--- src/rtl/flash_dma_pkg.sv ---
package flash_dma_pkg;

  typedef enum logic [1:0] {
    SQ_IDLE  = 2'd0,
    SQ_READ  = 2'd1,
    SQ_WAIT  = 2'd2,
    SQ_WRITE = 2'd3
  } seq_state_t;

  typedef enum logic {
    OWN_DMA = 1'b0,
    OWN_MAP = 1'b1
  } port_owner_t;

  // Number of bus words moved for a length field value.
  function automatic int unsigned words_for_len(input int unsigned len_field,
                                                input int unsigned gran_bytes,
                                                input int unsigned word_bytes);
    return (len_field + 1) * (gran_bytes / word_bytes);
  endfunction

endpackage

--- src/rtl/dma_regs.sv ---
module dma_regs #(
  parameter int DW      = 32,
  parameter int LEN_W   = 10,
  parameter int LEN_LSB = 6,
  parameter int GRAN_LG = 6,
  parameter int PF_LO   = 23,
  parameter int PF_HI   = 24,
  parameter logic [7:0] SRC_OFF = 8'hB0,
  parameter logic [7:0] DST_OFF = 8'hB4,
  parameter logic [7:0] CTL_OFF = 8'hB8
) (
  input  logic             clk,
  input  logic             rst_n,
  input  logic             reg_we,
  input  logic [7:0]       reg_addr,
  input  logic [DW-1:0]    reg_wdata,
  output logic [DW-1:0]    reg_rdata,
  input  logic             busy,
  input  logic             err_set,
  output logic             go,
  output logic [LEN_W-1:0] go_len,
  output logic [DW-1:0]    src_o,
  output logic [DW-1:0]    dst_o
);
  localparam logic [DW-1:0] ALIGN_MASK = {DW{1'b1}} << GRAN_LG;

  logic [DW-1:0]    src_q, dst_q;
  logic [LEN_W-1:0] len_q;
  logic [1:0]       pf_q;
  logic             err_q;
  logic             wr_src, wr_dst, wr_ctl;
  logic             unused_wdata;

  assign wr_src = reg_we && (reg_addr == SRC_OFF);
  assign wr_dst = reg_we && (reg_addr == DST_OFF);
  assign wr_ctl = reg_we && (reg_addr == CTL_OFF);
  assign go     = wr_ctl && reg_wdata[0] && !busy;
  assign go_len = reg_wdata[LEN_LSB +: LEN_W];
  assign src_o  = src_q;
  assign dst_o  = dst_q;
  assign unused_wdata = ^reg_wdata;

  always_ff @(posedge clk) begin
    if (!rst_n) begin
      src_q <= '0;
      dst_q <= '0;
      len_q <= '0;
      pf_q  <= '0;
      err_q <= 1'b0;
    end else begin
      if (wr_src && !busy) src_q <= reg_wdata & ALIGN_MASK;
      if (wr_dst && !busy) dst_q <= reg_wdata & ALIGN_MASK;
      if (wr_ctl) begin
        pf_q <= {reg_wdata[PF_HI], reg_wdata[PF_LO]};
        if (!busy) len_q <= reg_wdata[LEN_LSB +: LEN_W];
      end
      if (err_set)                      err_q <= 1'b1;
      else if (wr_ctl && reg_wdata[1])  err_q <= 1'b0;
    end
  end

  always_comb begin
    reg_rdata = '0;
    unique case (reg_addr)
      SRC_OFF: reg_rdata = src_q;
      DST_OFF: reg_rdata = dst_q;
      CTL_OFF: begin
        reg_rdata[0]                 = busy;
        reg_rdata[1]                 = err_q;
        reg_rdata[LEN_LSB +: LEN_W]  = len_q;
        reg_rdata[PF_LO]             = pf_q[0];
        reg_rdata[PF_HI]             = pf_q[1];
      end
      default: reg_rdata = '0;
    endcase
  end
endmodule

--- src/rtl/flash_port_arb.sv ---
module flash_port_arb
  import flash_dma_pkg::*;
#(
  parameter int DW = 32
) (
  input  logic          clk,
  input  logic          rst_n,
  input  logic          fix_en,
  input  logic          map_req,
  input  logic [DW-1:0] map_addr,
  input  logic          dma_want,
  input  logic [DW-1:0] dma_addr,
  input  logic          fl_rvalid,
  input  logic          fl_rerr,
  output logic          fl_req,
  output logic [DW-1:0] fl_addr,
  output logic          map_rvalid,
  output logic          dma_grant,
  output logic          dma_lost,
  output logic          dma_rvalid,
  output logic          dma_rsp_ok,
  output logic          dma_rsp_err
);
  logic        busy_q;
  port_owner_t own_q;
  logic        map_go;

  assign map_go    = !busy_q && map_req;
  assign dma_grant = !busy_q && !map_req && dma_want;
  assign dma_lost  = map_go && dma_want && !fix_en;
  assign fl_req    = map_go || dma_grant;
  assign fl_addr   = map_go ? map_addr : dma_addr;

  assign map_rvalid  = fl_rvalid && busy_q && (own_q == OWN_MAP);
  assign dma_rvalid  = fl_rvalid && busy_q && (own_q == OWN_DMA);
  assign dma_rsp_ok  = dma_rvalid && !fl_rerr;
  assign dma_rsp_err = dma_rvalid && fl_rerr;

  always_ff @(posedge clk) begin
    if (!rst_n) begin
      busy_q <= 1'b0;
      own_q  <= OWN_DMA;
    end else if (fl_req) begin
      busy_q <= 1'b1;
      own_q  <= map_go ? OWN_MAP : OWN_DMA;
    end else if (fl_rvalid) begin
      busy_q <= 1'b0;
    end
  end
endmodule

--- src/rtl/dma_seq.sv ---
module dma_seq
  import flash_dma_pkg::*;
#(
  parameter int DW      = 32,
  parameter int LEN_W   = 10,
  parameter int GRAN_LG = 6
) (
  input  logic             clk,
  input  logic             rst_n,
  input  logic             go,
  input  logic [LEN_W-1:0] go_len,
  input  logic [DW-1:0]    src,
  input  logic [DW-1:0]    dst,
  input  logic             dma_grant,
  input  logic             dma_lost,
  input  logic             dma_rvalid,
  input  logic [DW-1:0]    dma_rdata,
  input  logic             dma_rerr,
  output logic             dma_want,
  output logic [DW-1:0]    rd_addr,
  output logic             mem_we,
  output logic [DW-1:0]    mem_addr,
  output logic [DW-1:0]    mem_wdata,
  output logic             done,
  output logic             busy,
  output logic             err_set
);
  localparam int WORD_BYTES = DW / 8;
  localparam int GRAN_BYTES = 1 << GRAN_LG;
  localparam int CNT_W      = LEN_W + $clog2(GRAN_BYTES / WORD_BYTES) + 1;

  seq_state_t       st;
  logic [DW-1:0]    rp, wp, data_q;
  logic [CNT_W-1:0] left;
  logic             last_word;

  assign dma_want  = (st == SQ_READ);
  assign rd_addr   = rp;
  assign mem_we    = (st == SQ_WRITE);
  assign mem_addr  = wp;
  assign mem_wdata = data_q;
  assign last_word = (left == CNT_W'(1));
  assign done      = mem_we && last_word;
  assign busy      = (st != SQ_IDLE);
  assign err_set   = (st == SQ_WAIT) && dma_rvalid && dma_rerr;

  always_ff @(posedge clk) begin
    if (!rst_n) begin
      st     <= SQ_IDLE;
      rp     <= '0;
      wp     <= '0;
      left   <= '0;
      data_q <= '0;
    end else begin
      unique case (st)
        SQ_IDLE: if (go) begin
          rp   <= src;
          wp   <= dst;
          left <= CNT_W'(words_for_len(int'(go_len), GRAN_BYTES, WORD_BYTES));
          st   <= SQ_READ;
        end
        SQ_READ: begin
          if (dma_grant) st <= SQ_WAIT;
          else if (dma_lost) begin
            data_q <= '0;
            st     <= SQ_WRITE;
          end
        end
        SQ_WAIT: if (dma_rvalid) begin
          if (dma_rerr) st <= SQ_IDLE;
          else begin
            data_q <= dma_rdata;
            st     <= SQ_WRITE;
          end
        end
        SQ_WRITE: begin
          rp   <= rp + DW'(WORD_BYTES);
          wp   <= wp + DW'(WORD_BYTES);
          left <= left - CNT_W'(1);
          st   <= last_word ? SQ_IDLE : SQ_READ;
        end
        default: st <= SQ_IDLE;
      endcase
    end
  end
endmodule

--- src/rtl/flash_dma_engine.sv ---
module flash_dma_engine #(
  parameter int DW      = 32,
  parameter int LEN_W   = 10,
  parameter int LEN_LSB = 6,
  parameter int GRAN_LG = 6,
  parameter int PF_LO   = 23,
  parameter int PF_HI   = 24
) (
  input  logic          clk,
  input  logic          rst_n,
  input  logic          fix_en,
  input  logic          reg_we,
  input  logic [7:0]    reg_addr,
  input  logic [DW-1:0] reg_wdata,
  output logic [DW-1:0] reg_rdata,
  input  logic          map_req,
  input  logic [DW-1:0] map_addr,
  output logic          map_rvalid,
  output logic [DW-1:0] map_rdata,
  output logic          fl_req,
  output logic [DW-1:0] fl_addr,
  input  logic          fl_rvalid,
  input  logic [DW-1:0] fl_rdata,
  input  logic          fl_rerr,
  output logic          mem_we,
  output logic [DW-1:0] mem_addr,
  output logic [DW-1:0] mem_wdata,
  output logic          done
);
  logic             busy_w, err_set, go;
  logic [LEN_W-1:0] go_len;
  logic [DW-1:0]    src_q, dst_q, rd_addr;
  logic             dma_want, dma_grant, dma_lost, dma_rvalid;
  logic             dma_rsp_ok, dma_rsp_err;

  assign map_rdata = fl_rdata;

  dma_regs #(
    .DW(DW), .LEN_W(LEN_W), .LEN_LSB(LEN_LSB), .GRAN_LG(GRAN_LG),
    .PF_LO(PF_LO), .PF_HI(PF_HI)
  ) u_regs (
    .clk(clk), .rst_n(rst_n), .reg_we(reg_we), .reg_addr(reg_addr),
    .reg_wdata(reg_wdata), .reg_rdata(reg_rdata), .busy(busy_w),
    .err_set(err_set), .go(go), .go_len(go_len), .src_o(src_q), .dst_o(dst_q)
  );

  flash_port_arb #(.DW(DW)) u_arb (
    .clk(clk), .rst_n(rst_n), .fix_en(fix_en),
    .map_req(map_req), .map_addr(map_addr),
    .dma_want(dma_want), .dma_addr(rd_addr),
    .fl_rvalid(fl_rvalid), .fl_rerr(fl_rerr),
    .fl_req(fl_req), .fl_addr(fl_addr), .map_rvalid(map_rvalid),
    .dma_grant(dma_grant), .dma_lost(dma_lost), .dma_rvalid(dma_rvalid),
    .dma_rsp_ok(dma_rsp_ok), .dma_rsp_err(dma_rsp_err)
  );

  dma_seq #(.DW(DW), .LEN_W(LEN_W), .GRAN_LG(GRAN_LG)) u_seq (
    .clk(clk), .rst_n(rst_n), .go(go), .go_len(go_len),
    .src(src_q), .dst(dst_q),
    .dma_grant(dma_grant), .dma_lost(dma_lost), .dma_rvalid(dma_rvalid),
    .dma_rdata(fl_rdata), .dma_rerr(fl_rerr),
    .dma_want(dma_want), .rd_addr(rd_addr),
    .mem_we(mem_we), .mem_addr(mem_addr), .mem_wdata(mem_wdata),
    .done(done), .busy(busy_w), .err_set(err_set)
  );
endmodule

--- config.mk ---
export PLATFORM = sky130hd
export DESIGN_NAME = flash_dma_engine
export DESIGN_NICKNAME = d
export VERILOG_FILES = /design/src/rtl/flash_dma_pkg.sv /design/src/rtl/dma_regs.sv /design/src/rtl/flash_port_arb.sv /design/src/rtl/dma_seq.sv /design/src/rtl/flash_dma_engine.sv
export SDC_FILE = /design/constraint.sdc
export NUM_CORES = 1
export LEC_CHECK = 0
export ABC_AREA = 0
export BUFFER_PORTS_ARGS = -buffer_cell sky130_fd_sc_hd__buf_2
export CELL_PAD_IN_SITES_DETAIL_PLACEMENT = 1
export CELL_PAD_IN_SITES_GLOBAL_PLACEMENT = 1
export CORE_ASPECT_RATIO = 1.1
export CORE_UTILIZATION = 35
export DETAILED_ROUTE_END_ITERATION = 12
export PLACE_DENSITY = 0.83
export SETUP_SLACK_MARGIN = 0.15
export SLEW_MARGIN = 30
export SYNTH_ARGS = -nofsm -noshare
export SYNTH_HDL_FRONTEND = slang
export SYNTH_SLANG_ARGS = --single-unit
--- constraint.sdc ---
create_clock -name clk -period 4.9 [get_ports clk]
set_input_delay 0.49 -clock clk [delete_from_list [all_inputs] [get_ports clk]]
set_output_delay 0.49 -clock clk [all_outputs]
set_load 0.02 [all_outputs]
==> results.cfg <==
[status]
outcome = completed

[floorplanning]
die_x_um = 156
start_util_pct = 35.9
die_area_mm2 = 0.0268
die_y_um = 172
rows = 61
core-area_mm2 = 0.0255
pin_count = 275

[yosys]
synth_compound_area_share_pct = 19.3
yosysWarnings = 0
yosysSeqAreaShare_pct = 38.5
netlist.area_leader.share_pct = 38.5
synth_commonest_cells = nand2_1, dfxtp_1, a21oi_1
synth.most_common_cell = nand2_1
synthDistinctLibCells = 70
synth_top_family_by_area = simple AND/OR/NAND/NOR gates
synthCells = 1181
synthAdderAreaFrac_pct = 0.683
yosysTopAreaCell = dfxtp_1
synth_edf_count = 0
ys_async_sr_fraction_pct = 0
synth_area_per_cell_um2 = 7.75
yosys.area_share.simple_pct = 27.0
synth_mux_area_share_pct = 6.07
synth_area_leaders = dfxtp_1, a21oi_1, nand2_1
ys.flop_type = dfxtp_1
synth_xor_area_share_pct = 1.05
ys_ff_latch = 176
synthesis.area_mm2 = 0.00916

[drt]
wl_per_cell_um = 19.6
ant_nets = 0
drtIter0Drc = 695
vias_per_cell = 5.58
finalWirelength_um = 33900
vias = 9676
first_pass_iters = 5
drcViolationCount = 0

[global_routing]
track_usage_pct = 24.5
grt_first_pass_wirelength_um = 50800
grt_overflow = 0
grt_max_degree = 102
antenna_found_initial = 2
grt_pass1_vias = 9309

[min_path]
whs_path_depth = 3
min_to = u_regs.dst_o[27]
hp-start = reg_wdata[27]
hp-class = input pin to flop

[setup_path]
r2r_cells = 5
crit_required_ps = 4410
worstPathMaxFanout = 16
r2r_slack_ps = 2110
worst_setup_path_end_kind = primary output
timing.rr.start = u_seq.st[1]
r2r-end = u_seq.mem_addr[31]
crit_path_start_kind = input pin
critPathKind = input pin to primary output
critPathArrivalTime_ps = 2520

[power]
power.internal_uw = 2280
combPwrFrac_pct = 7.2
swShare_pct = 25.9
pwr-share-clk_pct = 46.2
ir_drop_v = 0.000193
seq_power_share_pct = 46.5
power.density_mw_per_mm2 = 277
netSwitchingPower_uw = 799
leakage_uw = 0.00446

[clock_network]
clock-root-buffer = clkbuf_16
clk_pin_slew_worst_paths_ps = 80
clk_path_buf_depth = 2
postCtsSetupRepairBufs = 0
cts_tree = built
numCtsBuffers = 17
ctsHoldBuffers = 0
clock_latency_ps = 440
cts-resized-gates = 0
clkSinkCount = 176
htreeDepth = 4

[place]
gp_congestion = 0.840
io_buffers = 264
dpl.hpwl_um = 24400

[timing]
finalSetupViolations = 0
max_freq_ghz = 0.332
grt_setup_unrepaired = false
fin_setup_tns_ps = 0
min_period_ps = 3010
drv_slew = 0
max-slew-margin-rel_pct = 39.2
clock_skew_ps = 9.81
hold_ws_ps = 296
worstMarginPinSlew_ps = 913
hold_violations = 0
fin_crit_sh_pct = 61.5

[cells_and_area]
nets = 1488
fillers = 3266
area_growth_pct = 21.4
multi_input_area_mm2 = 0.00502
layout-drive-gt1-share_pct = 26.7
ff_latch_area_mm2 = 0.00352

[flow_run]
cap_violations = 0
==> worst max-delay path: stages <==
cell	delay [ps]
buf_2	300
nor2b_1	770
nor3b_2	290
buf_4	270
a22o_1	210
buf_2	180
==> stage by stage <==
| step | setup slack [ps] | cells | power (uW) | utilization (%) | cell area, um^2 |
|---|---|---|---|---|---|
| floorplan | 2630 | 1186 | 1610 | - | 9180 |
| global placement | 1710 | 1697 | 1690 | 41.1 | 10500 |
| detailed placement | 1860 | 1699 | 1690 | 41.2 | 10500 |
| CTS | 1930 | 1731 | 3100 | 43.6 | 11100 |
| global route | 1790 | 1731 | 3180 | 43.6 | 11100 |
| finish | 1890 | 1733 | 3080 | 43.6 | 11100 |
==> cell families (layout without fill, tap and decap cells) <==
logic type | Yosys count | count (layout)
fa+ha+maj | 5 | 5
other cells | 1 | 8
buf+inv | 131 | 330
compound gates | 290 | 290
mux | 52 | 52
xor+xnor | 11 | 11
simple gates | 515 | 515
flops | 176 | 176
==> cell usage in the layout, fill, tap and decap left out, types with 18 or more instances in the layout <==
master	n
buf_2	264
nor2_1	88
o21ai_0	30
mux2i_1	24
and3_1	21
mux2_2	28
nand2_1	207
dfxtp_1	176
nand4_1	24
nor3_1	19
a31oi_1	18
nand3_1	83
a21oi_1	159
==> power groups by stage <==
stage	registers [uW]	logic, uW	clock network [uW]
2_1_floorplan	1470	141	0
3_5_place_dp	1470	223	0
3_3_place_gp	1470	218	0
5_1_grt	1430	239	1510
6_report	1430	223	1430
4_1_cts	1430	224	1450
==> metal layers <==
layer  wire [um]  vias to the layer above  global-route usage (%)  share of wire, %
li1            -                     4557                       -                 -
met2       16200                      307                    40.6                48
met5          18                        -                       0             0.053
met1       15300                     4769                    32.4                45
met3        1820                       39                    4.23               5.4
met4         552                        4                    7.33               1.6
==> worst max path at each step <==
stage | endpoint | from | slack (ps) | cells past startpoint
6_report | reg_rdata[25] | reg_addr[2] | 1890 | 6
5_1_grt | reg_rdata[28] | reg_addr[2] | 1790 | 6
4_1_cts | reg_rdata[26] | reg_addr[2] | 1930 | 6
3_5_place_dp | u_seq.mem_addr[29] | reg_we | 1860 | 7
3_3_place_gp | u_seq.mem_addr[29] | reg_addr[1] | 1710 | 7
2_1_floorplan | reg_rdata[16] | reg_addr[0] | 2630 | 4
==> area by class of cell <==
class	count	area share, %
multi-input combinational	879	45.1
sequential	176	31.7
timing repair buffer	283	13.3
tap	346	3.89
clock buffer	17	3.83
clock inverter	15	1.58
inverter	15	0.551
antenna	2	0.0450
==> flip-flops by register name (all words and copies together), names as in the netlist <==
name	cells
u_seq.mem_wdata	32
u_arb.own_q	1
u_seq.mem_addr	30
u_regs.dst_o	26
u_regs.err_q	1
u_regs.len_q	10
u_arb.busy_q	1
u_seq.st	2
u_regs.src_o	26
u_seq.left	15
u_seq.rd_addr	30
u_regs.pf_q	2
Power figures use the tool's default switching activity.
